==> src/rtl/fpx_pkg.sv <==
package fpx_pkg;
    localparam int INSTR_W  = 32;
    localparam int MAX_REGS = 4;
    localparam int STEPS    = 3;
    localparam int GRP_W    = $clog2(MAX_REGS);
    localparam int STEP_W   = $clog2(STEPS + 1);
    localparam int IMM_W    = 8;
    localparam int DISP_W   = IMM_W + 2;
    localparam int REG_W    = 4;

    // instruction bit positions the sequencer decodes
    localparam int B_PRE    = 24;
    localparam int B_UP     = 23;
    localparam int B_CNTHI  = 22;
    localparam int B_WB     = 21;
    localparam int B_LOAD   = 20;
    localparam int B_BASE   = 16;
    localparam int B_CNTLO  = 15;

    typedef struct packed {
        logic              busy;
        logic              wb_phase;
        logic [GRP_W-1:0]  group;
        logic [STEP_W-1:0] step;
        logic [GRP_W-1:0]  last_group;
        logic              do_wb;
        logic              load;
        logic              up;
        logic [DISP_W-1:0] offset;
        logic [INSTR_W-1:0] wb_word;
    } seq_state_t;
endpackage

==> src/rtl/fpx_decode.sv <==
module fpx_decode
    import fpx_pkg::*;
(
    input  logic [INSTR_W-1:0] instr,
    input  logic               multi,
    output logic [GRP_W-1:0]   last_group,
    output logic               pre,
    output logic               up,
    output logic               load,
    output logic               wb,
    output logic [DISP_W-1:0]  disp,
    output logic [REG_W-1:0]   base
);
    logic [GRP_W-1:0] raw_cnt;

    always_comb begin
        raw_cnt = GRP_W'({instr[B_CNTHI], instr[B_CNTLO]});
        // count-1 wraps: a raw value of zero gives MAX_REGS registers
        if (multi) begin
            last_group = raw_cnt - GRP_W'(1);
        end else begin
            last_group = '0;
        end
        pre  = instr[B_PRE];
        up   = instr[B_UP];
        load = instr[B_LOAD];
        wb   = instr[B_WB];
        disp = {instr[IMM_W-1:0], 2'b00};
        base = instr[B_BASE +: REG_W];
    end
endmodule

==> src/rtl/fpx_wbword.sv <==
module fpx_wbword
    import fpx_pkg::*;
#(
    parameter logic [INSTR_W-1:0] OPC_BITS = 32'h0240_0000
) (
    input  logic [3:0]          cond,
    input  logic [REG_W-1:0]    base,
    input  logic [DISP_W-1:0]   disp,
    output logic [INSTR_W-1:0]  word
);
    always_comb begin
        word        = OPC_BITS;
        word[31:28] = cond;
        word[19:16] = base;
        word[15:12] = base;
        word        = word | INSTR_W'(disp);
    end
endmodule

==> src/rtl/fpx_seq.sv <==
module fpx_seq
    import fpx_pkg::*;
(
    input  logic               clk,
    input  logic               rst_n,
    input  logic               in_valid,
    output logic               in_ready,
    input  logic [31:0]        in_instr,
    input  logic               in_multi,
    output logic               uop_valid,
    input  logic               uop_ready,
    output logic [1:0]         uop_group,
    output logic [1:0]         uop_step,
    output logic               uop_load,
    output logic               uop_up,
    output logic [9:0]         uop_offset,
    output logic               uop_is_wb,
    output logic [31:0]        uop_wb_word,
    output logic               uop_last
);
    localparam logic [STEP_W-1:0] STEP_END = STEP_W'(STEPS - 1);

    seq_state_t s_d, s_q;

    logic [GRP_W-1:0]   dec_last;
    logic               dec_pre, dec_up, dec_load, dec_wb;
    logic [DISP_W-1:0]  dec_disp;
    logic [REG_W-1:0]   dec_base;
    logic [INSTR_W-1:0] dec_word;

    fpx_decode u_decode (
        .instr      (in_instr),
        .multi      (in_multi),
        .last_group (dec_last),
        .pre        (dec_pre),
        .up         (dec_up),
        .load       (dec_load),
        .wb         (dec_wb),
        .disp       (dec_disp),
        .base       (dec_base)
    );

    fpx_wbword u_wbword (
        .cond (in_instr[31:28]),
        .base (dec_base),
        .disp (dec_disp),
        .word (dec_word)
    );

    logic group_end, seq_end;

    always_comb begin
        group_end = (s_q.step == STEP_END);
        seq_end   = s_q.wb_phase ||
                    (!s_q.do_wb && group_end && (s_q.group == s_q.last_group));
        s_d = s_q;
        if (!s_q.busy) begin
            if (in_valid) begin
                s_d.busy       = 1'b1;
                s_d.wb_phase   = 1'b0;
                s_d.group      = '0;
                s_d.step       = '0;
                s_d.last_group = dec_last;
                s_d.do_wb      = dec_wb;
                s_d.load       = dec_load;
                s_d.up         = dec_up;
                s_d.offset     = dec_pre ? dec_disp : '0;
                s_d.wb_word    = dec_word;
            end
        end else if (uop_ready) begin
            if (seq_end) begin
                s_d.busy     = 1'b0;
                s_d.wb_phase = 1'b0;
            end else if (group_end) begin
                if (s_q.group == s_q.last_group) begin
                    s_d.wb_phase = 1'b1;
                end else begin
                    s_d.group = s_q.group + GRP_W'(1);
                    s_d.step  = '0;
                end
            end else begin
                s_d.step = s_q.step + STEP_W'(1);
            end
        end
    end

    always_ff @(posedge clk) begin
        if (!rst_n) begin
            s_q <= '0;
        end else begin
            s_q <= s_d;
        end
    end

    assign in_ready    = !s_q.busy;
    assign uop_valid   = s_q.busy;
    assign uop_group   = s_q.group;
    assign uop_step    = s_q.step;
    assign uop_load    = s_q.load;
    assign uop_up      = s_q.up;
    assign uop_offset  = s_q.offset;
    assign uop_is_wb   = s_q.wb_phase;
    assign uop_wb_word = s_q.wb_word;
    assign uop_last    = s_q.busy && seq_end;
endmodule

==> config.mk <==
export PLATFORM = sky130hd
export DESIGN_NAME = fpx_seq
export DESIGN_NICKNAME = d
export VERILOG_FILES = /design/src/rtl/fpx_pkg.sv /design/src/rtl/fpx_decode.sv /design/src/rtl/fpx_wbword.sv /design/src/rtl/fpx_seq.sv
export SDC_FILE = /design/constraint.sdc
export NUM_CORES = 1
export LEC_CHECK = 0
export ABC_AREA = 1
export BUFFER_PORTS_ARGS = -buffer_cell sky130_fd_sc_hd__buf_4
export CORE_ASPECT_RATIO = 0.5
export CORE_UTILIZATION = 30
export CTS_CLUSTER_SIZE = 20
export DETAILED_ROUTE_END_ITERATION = 10
export PLACE_DENSITY = 0.57
export REMOVE_ABC_BUFFERS = 1
export SYNTH_ARGS = -nofsm -noshare
export SYNTH_HDL_FRONTEND = slang
export SYNTH_SLANG_ARGS = --single-unit
==> constraint.sdc <==
create_clock -name clk -period 3.2 [get_ports clk]
set_input_delay 0.48 -clock clk [delete_from_list [all_inputs] [get_ports clk]]
set_output_delay 0.48 -clock clk [all_outputs]
set_load 0.01 [all_outputs]
==> results of run 1 <==
## metrics by stage
step                worst slack, ns  utilization [%]  hold WS, ns
detailed placement             1.28             36.4        0.458
floorplan                      1.63                -        0.456
finish                         1.31             39.1        0.459
global route                   1.12             39.1        0.474
CTS                            1.29             39.1        0.457
global placement               1.31             36.4        0.455
## sequential cells by signal (all words and copies together), names as in the netlist
register	flops
uop_wb_word	17
uop_offset	8
s_q	3
uop_group	2
uop_step	2
uop_is_wb	1
uop_load	1
uop_up	1
uop_valid	1
## power breakdown
group | internal, mW | total, mW | leakage (nW) | switching [mW]
clock | 0.311 | 0.496 | 0.0772 | 0.186
sequential | 0.479 | 0.501 | 0.296 | 0.0215
combinational | 0.0965 | 0.215 | 0.685 | 0.119
total | 0.886 | 1.21 | 1.06 | 0.326
## worst max-delay path, stage by stage, from the launching register on
cell and delay [ns]:
dfxtp_1 0.42, inv_1 0.06, nand2_1 0.06, nand2_1 0.11, nand3_2 0.12, nand2_2 0.07, nand2_2 0.10, inv_1 0.05
buf_4 0.13
## how the worst max path moves through the flow
stage                       from      endpoint  depth (start not counted)
floorplan              uop_valid  uop_group[0]                         10
detailed placement      in_valid  uop_group[0]                         10
finish              uop_group[1]      uop_last                          8
CTS                 uop_group[1]      uop_last                          8
global route           uop_valid   uop_step[1]                          8
global placement        in_valid  uop_group[1]                         10
## synth_stat cells
cell	n	area, um^2
buf_2	5	25.0
conb_1	1	3.75
nor2_1	37	139
inv_1	12	45.0
nand2_1	45	169
inv_2	5	18.8
nand2_4	1	11.3
a21oi_1	21	105
nor2_4	1	11.3
o21ai_1	1	5.00
dfxtp_1	36	721
nor4_1	1	6.26
nor2_2	1	6.26
o21ai_0	11	55.1
nand3_2	1	10.0
nand2_2	5	31.3
a21oi_2	1	8.76
clkbuf_1	5	18.8
xnor2_1	1	8.76
nand3_1	16	80.1
nand3b_1	1	7.51
buf_4	46	345
## layout make-up
| class | instances | area share (%) |
|---|---|---|
| flip-flops and latches | 36 | 32.4 |
| multi-input cells | 156 | 31.5 |
| repair buffers | 66 | 22.3 |
| clock buffers | 6 | 6.25 |
| well taps | 73 | 4.11 |
| inverters | 17 | 2.87 |
| clock inverters | 2 | 0.619 |
## kinds of logic after synthesis
family | after synthesis | synth area share [%]
AO/OA/AOI/OAI | 34 | 9.49
XOR/XNOR | 1 | 0.478
buffers and inverters | 73 | 24.7
flip-flops | 36 | 39.3
other | 1 | 0.205
AND/OR/NAND/NOR | 109 | 25.8
## metal layers
metal | share of wire (%) | vias to the layer above
li1 | - | 793
met1 | 46 | 708
met2 | 50 | 27
met3 | 3.2 | 4
met4 | 1.3 | 0
met5 | 0 | -
## placed cells by master (no fill, tap or decap), types with 5 or more instances in the layout
master      n
buf_4      66
nand2_1    45
nor2_1     37
dfxtp_1    36
a21oi_1    21
nand3_1    16
inv_1      12
conb_1     12
o21ai_0    11
inv_2       5
nand2_2     5
clkbuf_16   5
==> flow_summary.yaml, run 1 <==
detailed_routing:
  drt_iter0_markers: 51
  drt_wl_total_mm: 3.92
  wl_per_cell_um: 11.0
  post-route-drc-count: 0
  antenna_left: 0
  first_pass_iters: 4
  vias_per_cell: 4.30
  vias: 1532
worst_hold_path:
  whs_path_depth: 3
  min_path_type: "in2reg"
  worstHoldStart: "in_instr[19]"
  hold_end: "uop_wb_word[19]"
global_route:
  grt_pass1_wl_mm: 6.53
  met2_usage_pct: 23.1
  use_met1_pct: 15.0
  grt_use_total_pct: 12.9
  gr-total-overflow: 0
  antenna_found_initial: 0
  grt_max_degree: 33
  grt_pass1_vias: 1420
  grtUsageMet3_pct: 3.29
  grt_busiest_layer: "met2"
placement:
  dp.cells: 348
  hpwl_mm: 2.84
  place_area_um2: 2070
  gp_congestion: 0.784
  numPortBuffers: 66
clocking:
  cts_resized: 0
  path_clk_slew_ns: 0.06
  postCtsSetupBuffers: 0
  cts_tree: "done"
  cts.sinks: 36
  cts-buffers-inserted: 5
  cts_htree_levels: 2
  root_buffer: "clkbuf_16"
  hold_buffers: 0
  cts_buffer_depth: 2
  clock_latency_ns: 0.27
logic_synthesis:
  yosys_warnings: 0
  synth_seq_cells: 36
  synth_cells: 254
  netlist-cell-type-count: 22
  synth.cell_area_um2: 1830
  syn_avg_cell_area_um2: 7.21
  seq_area_frac_synth_pct: 39.3
floorplanning:
  die_y_um: 57.3
  fp.dieArea_um2: 6440
  core_um2: 5680
  num_io_pins: 89
  rows: 19
  fp.dieW_um: 113
  initial_core_util_pct: 32.2
timing:
  finalClockSkew_ns: 0.00139
  fmax_ghz: 0.529
  maxSlewHeadroom_pct: 52.3
  slew_viol_final: 0
  min_period_over_period_pct: 59.0
  period_needed_ns: 1.89
  setup-tns-final_ns: 0
  hold_viol_final: 0
  rsz0062_at_grt: "false"
  setup-violations-final: 0
  worst_pin_slew_ns: 0.715
cells_and_area:
  syn_to_final_growth_pct: 21.4
  antenna_cells: 0
  drive_gt1_share_pct: 31.4
  finalNonFillerCells: 356
  fin_area_um2: 2220
  layout.nets: 319
  multi_input_area_um2: 699
  fill_cells: 599
  seq_area_um2: 721
setup_path:
  timing.rr.end: "uop_group[0]"
  required_ns: 2.72
  r2r_start: "uop_valid"
  critPathKind: "reg2out"
  start_kind: "flip-flop"
  crit_arrival_ns: 1.41
  r2r_setup_slack_ns: 1.35
  reg2reg_depth: 10
  cp_max_fo: 6
  cp-end-kind: "output pin"
power_and_ir_drop:
  vdd_drop_max_mv: 0.191
  power.density_nw_per_um2: 545
  power.leakage_nw: 1.06
  total_power_mw: 1.21
flow_run:
  cap_violations: 0
outcome:
  status: "finished clean"
Note: power is estimated with default switching activity, not from simulation.
==> inputs of run 2 (changes only) <==
Settings changed: PLACE_DENSITY 0.57 to 0.59.
Clock period 3.2 ns to 1.6 ns, I/O delays scaled along.
==> run 2 against run 1 <==
Hold slack got worse by 0.24 ns. Largest power group unchanged. Die area stayed put. Critical path depth is the same. Register-to-register slack got worse by 1.1 ns. Clock skew increased by 0.0030 ns. Via count increased by 5.9%. Combinational power is 120% higher. Final area grew 3.4%. Clock power rose by 100%. Wire length grew 5.9%. Critical path type unchanged. Sequential power increased by 99%.
==> flow_summary.yaml, run 2 (synthesis gave the netlist of run 1 again) <==
timing:
  finalClockSkew_ns: 0.00436
  fmax_ghz: 0.645
  slew_viol_final: 0
  finalWorstSetupSlack_ns: 0.0504
  period_needed_ns: 1.55
  min_period_over_period_pct: 96.9
  hold_viol_final: 0
  whs_ns: 0.223
  setup-violations-final: 0
worst_hold_path:
  whs_path_depth: 3
  worstHoldStart: "in_instr[20]"
  min_path_type: "in2reg"
  hold_end: "uop_load"
global_route:
  use_met1_pct: 15.9
  antenna_found_initial: 0
  grt_pass1_wl_mm: 6.83
  grt_use_total_pct: 13.3
  grt_pass1_vias: 1497
  grt_max_degree: 31
  met2_usage_pct: 23.4
  grt_busiest_layer: "met2"
  grtUsageMet3_pct: 3.08
  gr-total-overflow: 0
detailed_routing:
  wl_per_cell_um: 11.5
  post-route-drc-count: 0
  drt_wl_total_mm: 4.15
  drt_iter0_markers: 58
  vias: 1622
  first_pass_iters: 4
  vias_per_cell: 4.48
  antenna_left: 0
cells_and_area:
  antenna_cells: 0
  fin_area_um2: 2300
  drive_gt1_share_pct: 36.0
  final_cell_mix: "buf_4 (73), nand2_1 (43), nor2_1 (37)"
  layout.nets: 326
  syn_to_final_growth_pct: 25.5
  largest_reg_flops: 17
  fill_cells: 559
  layout_commonest_cell: "buf_4"
setup_path:
  r2r_setup_slack_ns: 0.27
  timing.rr.end: "uop_is_wb"
  cp_max_fo: 6
  r2r_start: "uop_group[0]"
  slowest_stage: "dfxtp_4"
  cp-end-kind: "output pin"
  required_ns: 1.36
  path_cells: "inv_2 > nand2_1 > nand2_2 > nand3_2 > nand2_2 > nand2_4 > inv_1 > buf_4"
  start_kind: "flip-flop"
  reg2reg_depth: 9
  cp_common_cell: "nand2_2"
  max_stage_delay_ns: 0.36
  critPathKind: "reg2out"
  crit_arrival_ns: 1.31
clocking:
  cts_htree_levels: 2
  root_buffer: "clkbuf_16"
  clock_latency_ns: 0.27
  cts_tree: "done"
  hold_buffers: 0
  cts_buffer_depth: 2
  cts.sinks: 36
  path_clk_slew_ns: 0.05
  cts-buffers-inserted: 5
floorplanning:
  initial_core_util_pct: 32.2
  fp.dieW_um: 113
  core_um2: 5680
  rows: 19
  die_y_um: 57.3
  fp.dieArea_um2: 6440
  num_io_pins: 89
power_and_ir_drop:
  total_power_mw: 2.46
  power.density_nw_per_um2: 1070
  power.leakage_nw: 1.10
  vdd_drop_max_mv: 0.418
placement:
  gp_congestion: 0.838
  pre_cts_ws_ns: 0.252
  place_area_um2: 2100
  numPortBuffers: 66
  hpwl_mm: 2.99
flow_run:
  cap_violations: 0
outcome:
  status: "finished clean"
## run 2: cell count changes in the layout (fill, tap and decap cells not counted), sizes merged
| cell | delta |
|---|---|
| inv | -1 |
| clkbuf | +1 |
| buf | +7 |
| clkinv | -1 |
## run 2: metal layers
| layer | share of wire, % | vias up |
|---|---|---|
| met5 | 0 | - |
| met1 | 46 | 758 |
| met4 | 1.8 | 0 |
| met2 | 49 | 47 |
| li1 | - | 809 |
| met3 | 3.4 | 8 |
## run 2: report_power, final
part	total [mW]	switching, mW	internal (mW)
logic	0.473	0.257	0.216
registers	0.998	0.0397	0.958
clock network	0.990	0.338	0.653
total	2.46	0.634	1.83
## run 2: how the worst max path moves through the flow
stage | start | to | slack [ns]
5_1_grt | uop_group[1] | uop_last | -0.03
4_1_cts | uop_step[0] | uop_last | 0.004
3_5_place_dp | uop_group[1] | uop_last | 0.25
6_report | uop_group[0] | uop_last | 0.05
2_1_floorplan | uop_valid | uop_group[0] | 0.03
3_3_place_gp | uop_group[1] | uop_last | 0.29
## run 2: stage by stage
stage	cells	utilization (%)	TNS (ns)
2_1_floorplan	209	-	0
3_3_place_gp	352	37.0	0
3_5_place_dp	352	37.0	0
4_1_cts	359	39.7	0
5_1_grt	362	40.5	-0.0342
6_report	362	40.5	0
## run 2: what timing repair did
| item | in CTS | in global routing |
|---|---|---|
| pin swaps | 0 | 3 |
| setup buffers | 0 | 3 |
| resized for setup | 2 | 10 |
| endpoints found under the setup margin | 1 | 1 |
## run 2: layout make-up
class,instances,area [um^2],share of cell area (%)
clock buffers,7,153,6.64
inverters,17,63.8,2.78
multi-input cells,156,709,30.9
flip-flops and latches,36,733,31.9
well taps,73,91.3,3.97
repair buffers,73,548,23.8
## run 2: critical path: cells and delay by family, from the launching register on
kind / cells / cell delay, ns
buffers and inverters: 3 / 0.22
DFF: 1 / 0.36
and+or+nand+nor: 5 / 0.46
==> inputs of run 3 (changes only) <==
Settings changed: PLACE_DENSITY 0.59 to 0.57.
Clock period 1.6 ns to 1.91 ns, I/O delays scaled along.
==> run 3 against run 2 <==
Utilization shrank 0.97 points. Worst setup slack gained 0.18 ns. Sequential power shrank 16%. Sequential share of layout area grew 0.23 points. Critical endpoint unchanged.
==> flow_summary.yaml, run 3 (synthesis gave the netlist of run 1 again) <==
detailed_routing:
  first_pass_iters: 4
  wl_per_cell_um: 11.0
  post-route-drc-count: 0
  vias_per_cell: 4.35
  vias: 1563
  drt_iter0_markers: 25
  drt_wl_total_mm: 3.95
  antenna_left: 0
timing:
  period_needed_ns: 1.68
  min_period_over_period_pct: 87.9
  whs_ns: 0.265
  setup-tns-final_ns: 0
  setup-violations-final: 0
  hold_viol_final: 0
  finalClockSkew_ns: 0.00279
  slew_viol_final: 0
  fmax_ghz: 0.596
  rsz0062_at_grt: "false"
worst_hold_path:
  min_path_type: "in2reg"
floorplanning:
  fp.dieW_um: 113
  die_y_um: 57.3
  initial_core_util_pct: 32.2
  core_um2: 5680
  fp.dieArea_um2: 6440
  num_io_pins: 89
  rows: 19
clocking:
  cts_buffer_depth: 2
  cts_htree_levels: 2
  cts_tree: "done"
  clock_latency_ns: 0.27
  postCtsSetupBuffers: 0
  cts.sinks: 36
  path_clk_slew_ns: 0.05
  hold_buffers: 0
  cts_resized: 0
  root_buffer: "clkbuf_16"
  cts-buffers-inserted: 5
power_and_ir_drop:
  power.density_nw_per_um2: 899
  vdd_drop_max_mv: 0.376
  power.leakage_nw: 1.07
setup_path:
  required_ns: 1.62
  cp_max_fo: 6
  start_kind: "flip-flop"
  critPathKind: "reg2out"
  cp-end-kind: "output pin"
  crit_arrival_ns: 1.39
global_route:
  grt_use_total_pct: 13.1
  grt_pass1_wl_mm: 6.70
  gr-total-overflow: 0
  antenna_found_initial: 0
  grt_pass1_vias: 1501
  grt_max_degree: 31
cells_and_area:
  layout_commonest_cell: "buf_4"
  largest_reg_flops: 17
  layout.nets: 322
  drive_gt1_share_pct: 31.8
  final_cell_mix: "buf_4 (69), nand2_1 (45), nor2_1 (37)"
  fill_cells: 600
  syn_to_final_growth_pct: 22.5
  antenna_cells: 0
placement:
  gp_congestion: 0.721
  hpwl_mm: 2.93
  numPortBuffers: 66
outcome:
  status: "finished clean"
flow_run:
  cap_violations: 0
==> run 3: cell count changes in the layout (fill, tap and decap cells not counted) <==
cell | previous run | this run
clkinvlp_4 | 0 | 1
dfxtp_2 | 4 | 0
dfxtp_1 | 30 | 36
nand2_4 | 2 | 1
nand2_2 | 6 | 5
nand2_1 | 43 | 45
inv_1 | 11 | 12
buf_4 | 73 | 69
clkbuf_8 | 2 | 1
inv_2 | 6 | 5
clkbuf_1 | 0 | 1
dfxtp_4 | 2 | 0
==> run 3: where the power goes <==
| part | leakage [nW] | switching (mW) | internal, mW |
|---|---|---|---|
| combinational | 0.699 | 0.204 | 0.167 |
| sequential | 0.296 | 0.0351 | 0.803 |
| clock | 0.0701 | 0.288 | 0.519 |
==> run 3: critical path, cell delays in order (launching register included) <==
cell and delay (ns):
dfxtp_1 0.41, inv_1 0.06, nand2_1 0.06, nand2_1 0.11
nand3_2 0.12, nand2_2 0.07, nand2_2 0.10, inv_1 0.05
buf_4 0.13
==> run 3: final cells by class <==
class	instances	area [um^2]	area share, %
Sequential cell	36	721	32.1
Multi-Input combinational cell	156	699	31.2
Timing Repair Buffer	69	518	23.1
Clock buffer	7	143	6.36
Tap cell	73	91.3	4.07
Inverter	17	63.8	2.84
Clock inverter	1	7.51	0.335
==> run 3: final timing paths <==
path	from	end	slack, ns	depth (start not counted)
worst max register to register	uop_valid	uop_group[0]	0.48	10
worst min-delay path	in_instr[21]	s_q[44]	0.26	3
worst min register to register	uop_wb_word[2]	uop_wb_word[2]	0.46	2
worst max-delay path	uop_group[1]	uop_last	0.23	8
==> run 3: per-layer routing <==
layer / wire (um) / global-route usage [%] / vias to the layer above
met1: 1760 / 14.6 / 734
met5: 0 / 0 / -
met4: 42 / 4.57 / 0
met3: 90 / 3.29 / 4
li1: - / - / 798
met2: 2050 / 24.7 / 27
==> run 3: per-stage QoR <==
step / util, % / total power, mW / setup slack [ns] / cell area (um^2) / instances
after floorplan: - / 1.04 / 0.341 / 1480 / 209
after global placement: 36.8 / 1.22 / 0.538 / 2090 / 351
after detailed placement: 36.8 / 1.23 / 0.507 / 2090 / 351
after CTS: 39.5 / 2.05 / 0.211 / 2240 / 359
after global routing: 39.5 / 2.13 / 0.0906 / 2240 / 359
final: 39.5 / 2.02 / 0.232 / 2240 / 359
